--- config.mk ---
export PLATFORM = sky130hd
export DESIGN_NAME = brmode_unit
export DESIGN_NICKNAME = d
export VERILOG_FILES = /design/src/rtl/brmode_pkg.sv /design/src/rtl/brmode_target.sv /design/src/rtl/brmode_result.sv /design/src/rtl/brmode_unit.sv
export SDC_FILE = /design/constraint.sdc
export NUM_CORES = 1
export LEC_CHECK = 0
export CAP_MARGIN = 20
export CORE_ASPECT_RATIO = 0.75
export CORE_MARGIN = 10
export CORE_UTILIZATION = 51
export DETAILED_ROUTE_END_ITERATION = 8
export DONT_BUFFER_PORTS = 1
export GPL_ROUTABILITY_DRIVEN = 0
export PLACE_DENSITY = 0.69
export RECOVER_POWER = 50
export SYNTH_ARGS = -nofsm -noshare
export SYNTH_HDL_FRONTEND = slang
export SYNTH_SLANG_ARGS = --single-unit
--- constraint.sdc ---
create_clock -name clk -period 0.8 [get_ports clk]
set_input_delay 0.16 -clock clk [delete_from_list [all_inputs] [get_ports clk]]
set_output_delay 0.16 -clock clk [all_outputs]
set_load 0.01 [all_outputs]
--- src/rtl/brmode_pkg.sv ---
package brmode_pkg;

    localparam int BRM_XLEN = 32;

    typedef enum logic {
        ST_IDLE = 1'b0,
        ST_DONE = 1'b1
    } brm_state_e;

    typedef enum logic {
        OP_LINK = 1'b0,
        OP_RET  = 1'b1
    } brm_op_e;

    typedef struct packed {
        logic                mode;
        logic [BRM_XLEN-1:0] addr;
        logic                wb_en;
        logic [BRM_XLEN-1:0] wb_data;
        logic                taken;
        logic                trace;
    } brm_result_t;

endpackage

--- src/rtl/brmode_target.sv ---
module brmode_target
    import brmode_pkg::*;
#(
    parameter int XLEN     = BRM_XLEN,
    parameter int NARROW_W = 24
) (
    input  logic [XLEN-1:0] reg_val,
    output logic [XLEN-1:0] target
);
    localparam int MSB    = XLEN - 1;
    localparam int PAD_W  = XLEN - NARROW_W;

    // The mode flag carried in the register picks how its address bits are read.
    always_comb begin
        if (reg_val[MSB]) begin
            target = {1'b0, reg_val[MSB-1:0]};
        end else begin
            target = {{PAD_W{1'b0}}, reg_val[NARROW_W-1:0]};
        end
    end
endmodule

--- src/rtl/brmode_result.sv ---
module brmode_result
    import brmode_pkg::*;
#(
    parameter int XLEN      = BRM_XLEN,
    parameter int REG_IDX_W = 4,
    parameter int NARROW_W  = 24
) (
    input  logic                 op_kind,
    input  logic [REG_IDX_W-1:0] r1_field,
    input  logic [REG_IDX_W-1:0] r2_field,
    input  logic [XLEN-1:0]      r1_data,
    input  logic [XLEN-1:0]      r2_data,
    input  logic [XLEN-1:0]      psw_low,
    output brm_result_t          res
);
    localparam int MSB = XLEN - 1;

    logic [XLEN-1:0] br_target;
    logic            r1_used;
    logic            r2_used;
    brm_op_e         kind;

    assign kind    = brm_op_e'(op_kind);
    assign r1_used = (r1_field != '0);
    assign r2_used = (r2_field != '0);

    brmode_target #(
        .XLEN     (XLEN),
        .NARROW_W (NARROW_W)
    ) u_tgt (
        .reg_val (r2_data),
        .target  (br_target)
    );

    // Mode and target come only from the read value of the second register.
    always_comb begin
        res = '0;
        if (r2_used) begin
            res.mode  = r2_data[MSB];
            res.addr  = br_target;
            res.taken = 1'b1;
        end else begin
            res.mode  = psw_low[MSB];
            res.addr  = {1'b0, psw_low[MSB-1:0]};
            res.taken = 1'b0;
        end
        unique case (kind)
            OP_LINK: begin
                res.wb_en   = 1'b1;
                res.wb_data = psw_low;
                res.trace   = r2_used;
            end
            OP_RET: begin
                res.wb_en        = r1_used;
                res.wb_data      = r1_data;
                res.wb_data[MSB] = psw_low[MSB];
                res.trace        = 1'b0;
            end
            default: res = '0;
        endcase
    end
endmodule

--- src/rtl/brmode_unit.sv ---
module brmode_unit
    import brmode_pkg::*;
#(
    parameter int REG_IDX_W = 4,
    parameter int NARROW_W  = 24
) (
    input  logic                 clk,
    input  logic                 rst_n,
    input  logic                 op_valid,
    input  logic                 op_kind,
    input  logic [REG_IDX_W-1:0] r1_field,
    input  logic [REG_IDX_W-1:0] r2_field,
    input  logic [BRM_XLEN-1:0]  r1_data,
    input  logic [BRM_XLEN-1:0]  r2_data,
    input  logic [BRM_XLEN-1:0]  psw_low,
    output logic                 done,
    output logic                 new_mode,
    output logic [BRM_XLEN-1:0]  new_addr,
    output logic                 wb_en,
    output logic [BRM_XLEN-1:0]  wb_data,
    output logic                 taken,
    output logic                 trace_evt
);
    localparam int XLEN = BRM_XLEN;

    brm_state_e  state_q;
    brm_state_e  state_d;
    brm_result_t next_res;
    brm_result_t res_q;

    brmode_result #(
        .XLEN      (XLEN),
        .REG_IDX_W (REG_IDX_W),
        .NARROW_W  (NARROW_W)
    ) u_res (
        .op_kind  (op_kind),
        .r1_field (r1_field),
        .r2_field (r2_field),
        .r1_data  (r1_data),
        .r2_data  (r2_data),
        .psw_low  (psw_low),
        .res      (next_res)
    );

    // Next-state logic
    always_comb begin
        state_d = state_q;
        unique case (state_q)
            ST_IDLE: if (op_valid) state_d = ST_DONE;
            ST_DONE: state_d = op_valid ? ST_DONE : ST_IDLE;
            default: state_d = ST_IDLE;
        endcase
    end

    // State register
    always_ff @(posedge clk or negedge rst_n) begin
        if (!rst_n) begin
            state_q <= ST_IDLE;
        end else begin
            state_q <= state_d;
        end
    end

    // Result registers: loaded on a strobe, held otherwise
    always_ff @(posedge clk or negedge rst_n) begin
        if (!rst_n) begin
            res_q <= '0;
        end else if (op_valid) begin
            res_q <= next_res;
        end
    end

    assign done      = (state_q == ST_DONE);
    assign new_mode  = res_q.mode;
    assign new_addr  = res_q.addr;
    assign wb_en     = res_q.wb_en;
    assign wb_data   = res_q.wb_data;
    assign taken     = res_q.taken;
    assign trace_evt = res_q.trace;
endmodule

==> results.txt <==
Fill cells -> 492
Final Instance Area -> 0.00375 mm^2
Worst Path Max Fanout -> 2
period utilisation layout -> 128%
share of layout cells above drive strength 1 -> 22.6%
total CTS buffers -> 9
area delta synth->final -> 20.1%
Hold Crit Class -> primary input to asynchronous set/reset pin
Vias -> 2395
failing checks -> negative hold slack, negative setup slack
drt wl/cell -> 22.7 um
DRT iter0 DRCs -> 102
Final Max Tran Viols -> 0
Setup TNS -> -13.21 ns
Die ar. -> 0.00969 mm^2
Buffers & Inverters on Critical Path -> 1
P per Cell Area -> 2150 mW/mm^2
DR DRC count -> 0
crit path cell chain -> buf_6
# setup viols final -> 99
skew final -> 0 ns
CTS Buffer Depth -> 2
startpoint class of the critical path -> flip-flop
yosys warns -> 0
max-cap violations -> 0
CTS Root Cell -> clkbuf_8
final worst slack -> -0.223 ns
first-pass GRT wire length -> 14000 um
Worst EP arrival -> 0.86 ns
# rows -> 24
Final HPWL DP -> 6610 um
Req. time, crit path -> 0.64 ns
CP endpoint kind -> output pin
Syn Inst Count -> 328
R2R setup slack -> -0.02 ns
Peak VDD IR -> 0.000930 V
Period minus WS final -> 1.02 ns
Leak -> 0.00161 uW
r2r worst-path depth -> 2
CTS Hold Bufs -> 2
Final #Nets -> 443
I/O Buffers -> 0
GRT Overall Usage -> 18.7%
DP Area -> 0.00321 mm^2
fmax -> 977 MHz
H-tree level count -> 3
synthesized area per cell -> 9.53 um^2
final hold violations -> 124
Syn Nets -> 436
CP max-delay cell -> dfrtp_1
initial antenna violation count -> 0
Hold WS -> -0.488 ns
commonest cells after routing, fill and taps aside -> 65 x nor2_1, 65 x dfrtp_1, 32 x a21oi_1, 32 x nand2_1
die span in y -> 87.8 um
starting density of the core -> 53.1%
#FFs+latches synth -> 68
slowest stage delay, CP -> 0.40 ns
worst-skew pair later-pin latency -> 0.33 ns
Reg clk slew, reported paths -> 0.08 ns
largest net degree at the start of global routing -> 134
total gr overflow -> 0
RR Endpoint -> new_addr[15]
vias in the first global route -> 2439
status -> finished with violations
clk sinks -> 68
Die X-Extent -> 110 um
Post-Route WL -> 9490 um
Vias/cell -> 5.73
Crit path depth -> 1
Distinct cells, synth -> 19
Antenna Nets Post-Route -> 0
RSZ-0062 raised after global routing -> true
Core ar. -> 0.00589 mm^2
post-layout util -> 63.7%
Top Family by Delay on Critical Path -> flip-flops
post-synthesis sequential area ratio -> 54.5%
ANT cells -> 0
boundary pin count -> 177
TritonCTS clock tree -> built
reg2reg start -> new_addr[15]
CP Class -> flip-flop to output pin
DRT Pass-1 Iters -> 4
Post-Synthesis Cell Area -> 0.00312 mm^2
synth_stat cells:
master    instances  area share, %
nand3_2           5            1.6
nand3_1           2           0.32
nor2_1           66            7.9
nand2_1          57            6.8
nor4_4            1           0.68
buf_2             9            1.4
buf_12            1           0.64
buf_1             1           0.12
conb_1            1           0.12
dfrtp_1          68             54
mux2i_1          31            9.9
or4_4             1           0.36
a21oi_1          32            5.1
a31oi_1          33            6.6
buf_6             3            1.1
nor4_1            1           0.20
buf_4             1           0.24
mux2_2            2           0.72
clkbuf_1         13            1.6
cells by family (layout without fill, tap and decap cells):
group | Yosys count | in the layout | share of synthesized area [%]
and+or+nand+nor | 133 | 133 | 17.9
DFF | 68 | 68 | 54.5
AOI/OAI and AO/OA | 65 | 65 | 11.7
muxes | 33 | 33 | 10.7
buffers and inverters | 28 | 40 | 5.09
other | 1 | 1 | 0.120
routing by layer:
metal  vias up  wire [um]  track usage (%)
met4         0         65             4.31
met1      1116       3450             20.8
met2       137       4540             30.1
li1       1136          -                -
met3         6       1440             11.4
met5         -          0                0
power by group:
group          total, uW  switching, uW  internal, uW  leakage [uW]
Clock               3120           1280          1840      0.000107
Sequential          4230            448          3780      0.000759
Combinational        732            303           430      0.000740
layout make-up:
class                   instances  area (um^2)  area share, %
flip-flops and latches         68         1710           45.5
clock inverters                 4         72.6           1.93
multi-input cells             232         1380           36.8
repair buffers                 24          350           9.34
well taps                      78         97.6           2.60
clock buffers                  12          145           3.87
what timing repair did:
| item | in CTS | in global routing |
|---|---|---|
| gates cloned | 4 | 0 |
| setup buffers | 6 | 0 |
| pin swaps | 34 | 11 |
| endpoints found under the hold margin | 136 | 136 |
| gates resized for setup | 30 | 20 |
| endpoints found under the setup margin | 93 | 101 |
worst max-delay path by stage:
stage,startpoint,end,slack (ns)
floorplan,r2_field[2],new_addr[2],-0.41
global placement,r2_field[2],new_addr[24],-0.38
detailed placement,r2_field[2],new_addr[15],-0.41
CTS,new_addr[13],new_addr[13],-0.24
global route,wb_en,wb_en,-0.27
finish,new_addr[13],new_addr[13],-0.22
registers in the layout, indices dropped and copies added (netlist names):
register / flops
wb_en: 1
wb_data: 32
new_addr: 31
new_mode: 1
taken: 1
trace_evt: 1
done: 1
metrics by stage:
step | worst slack [ns] | instances | total power (uW)
after floorplan | -0.407 | 328 | 4780
after global placement | -0.380 | 391 | 4860
after detailed placement | -0.405 | 391 | 4910
after CTS | -0.237 | 419 | 8150
after global routing | -0.271 | 418 | 8430
final | -0.223 | 418 | 8080
(Power assumes the default switching activity.)
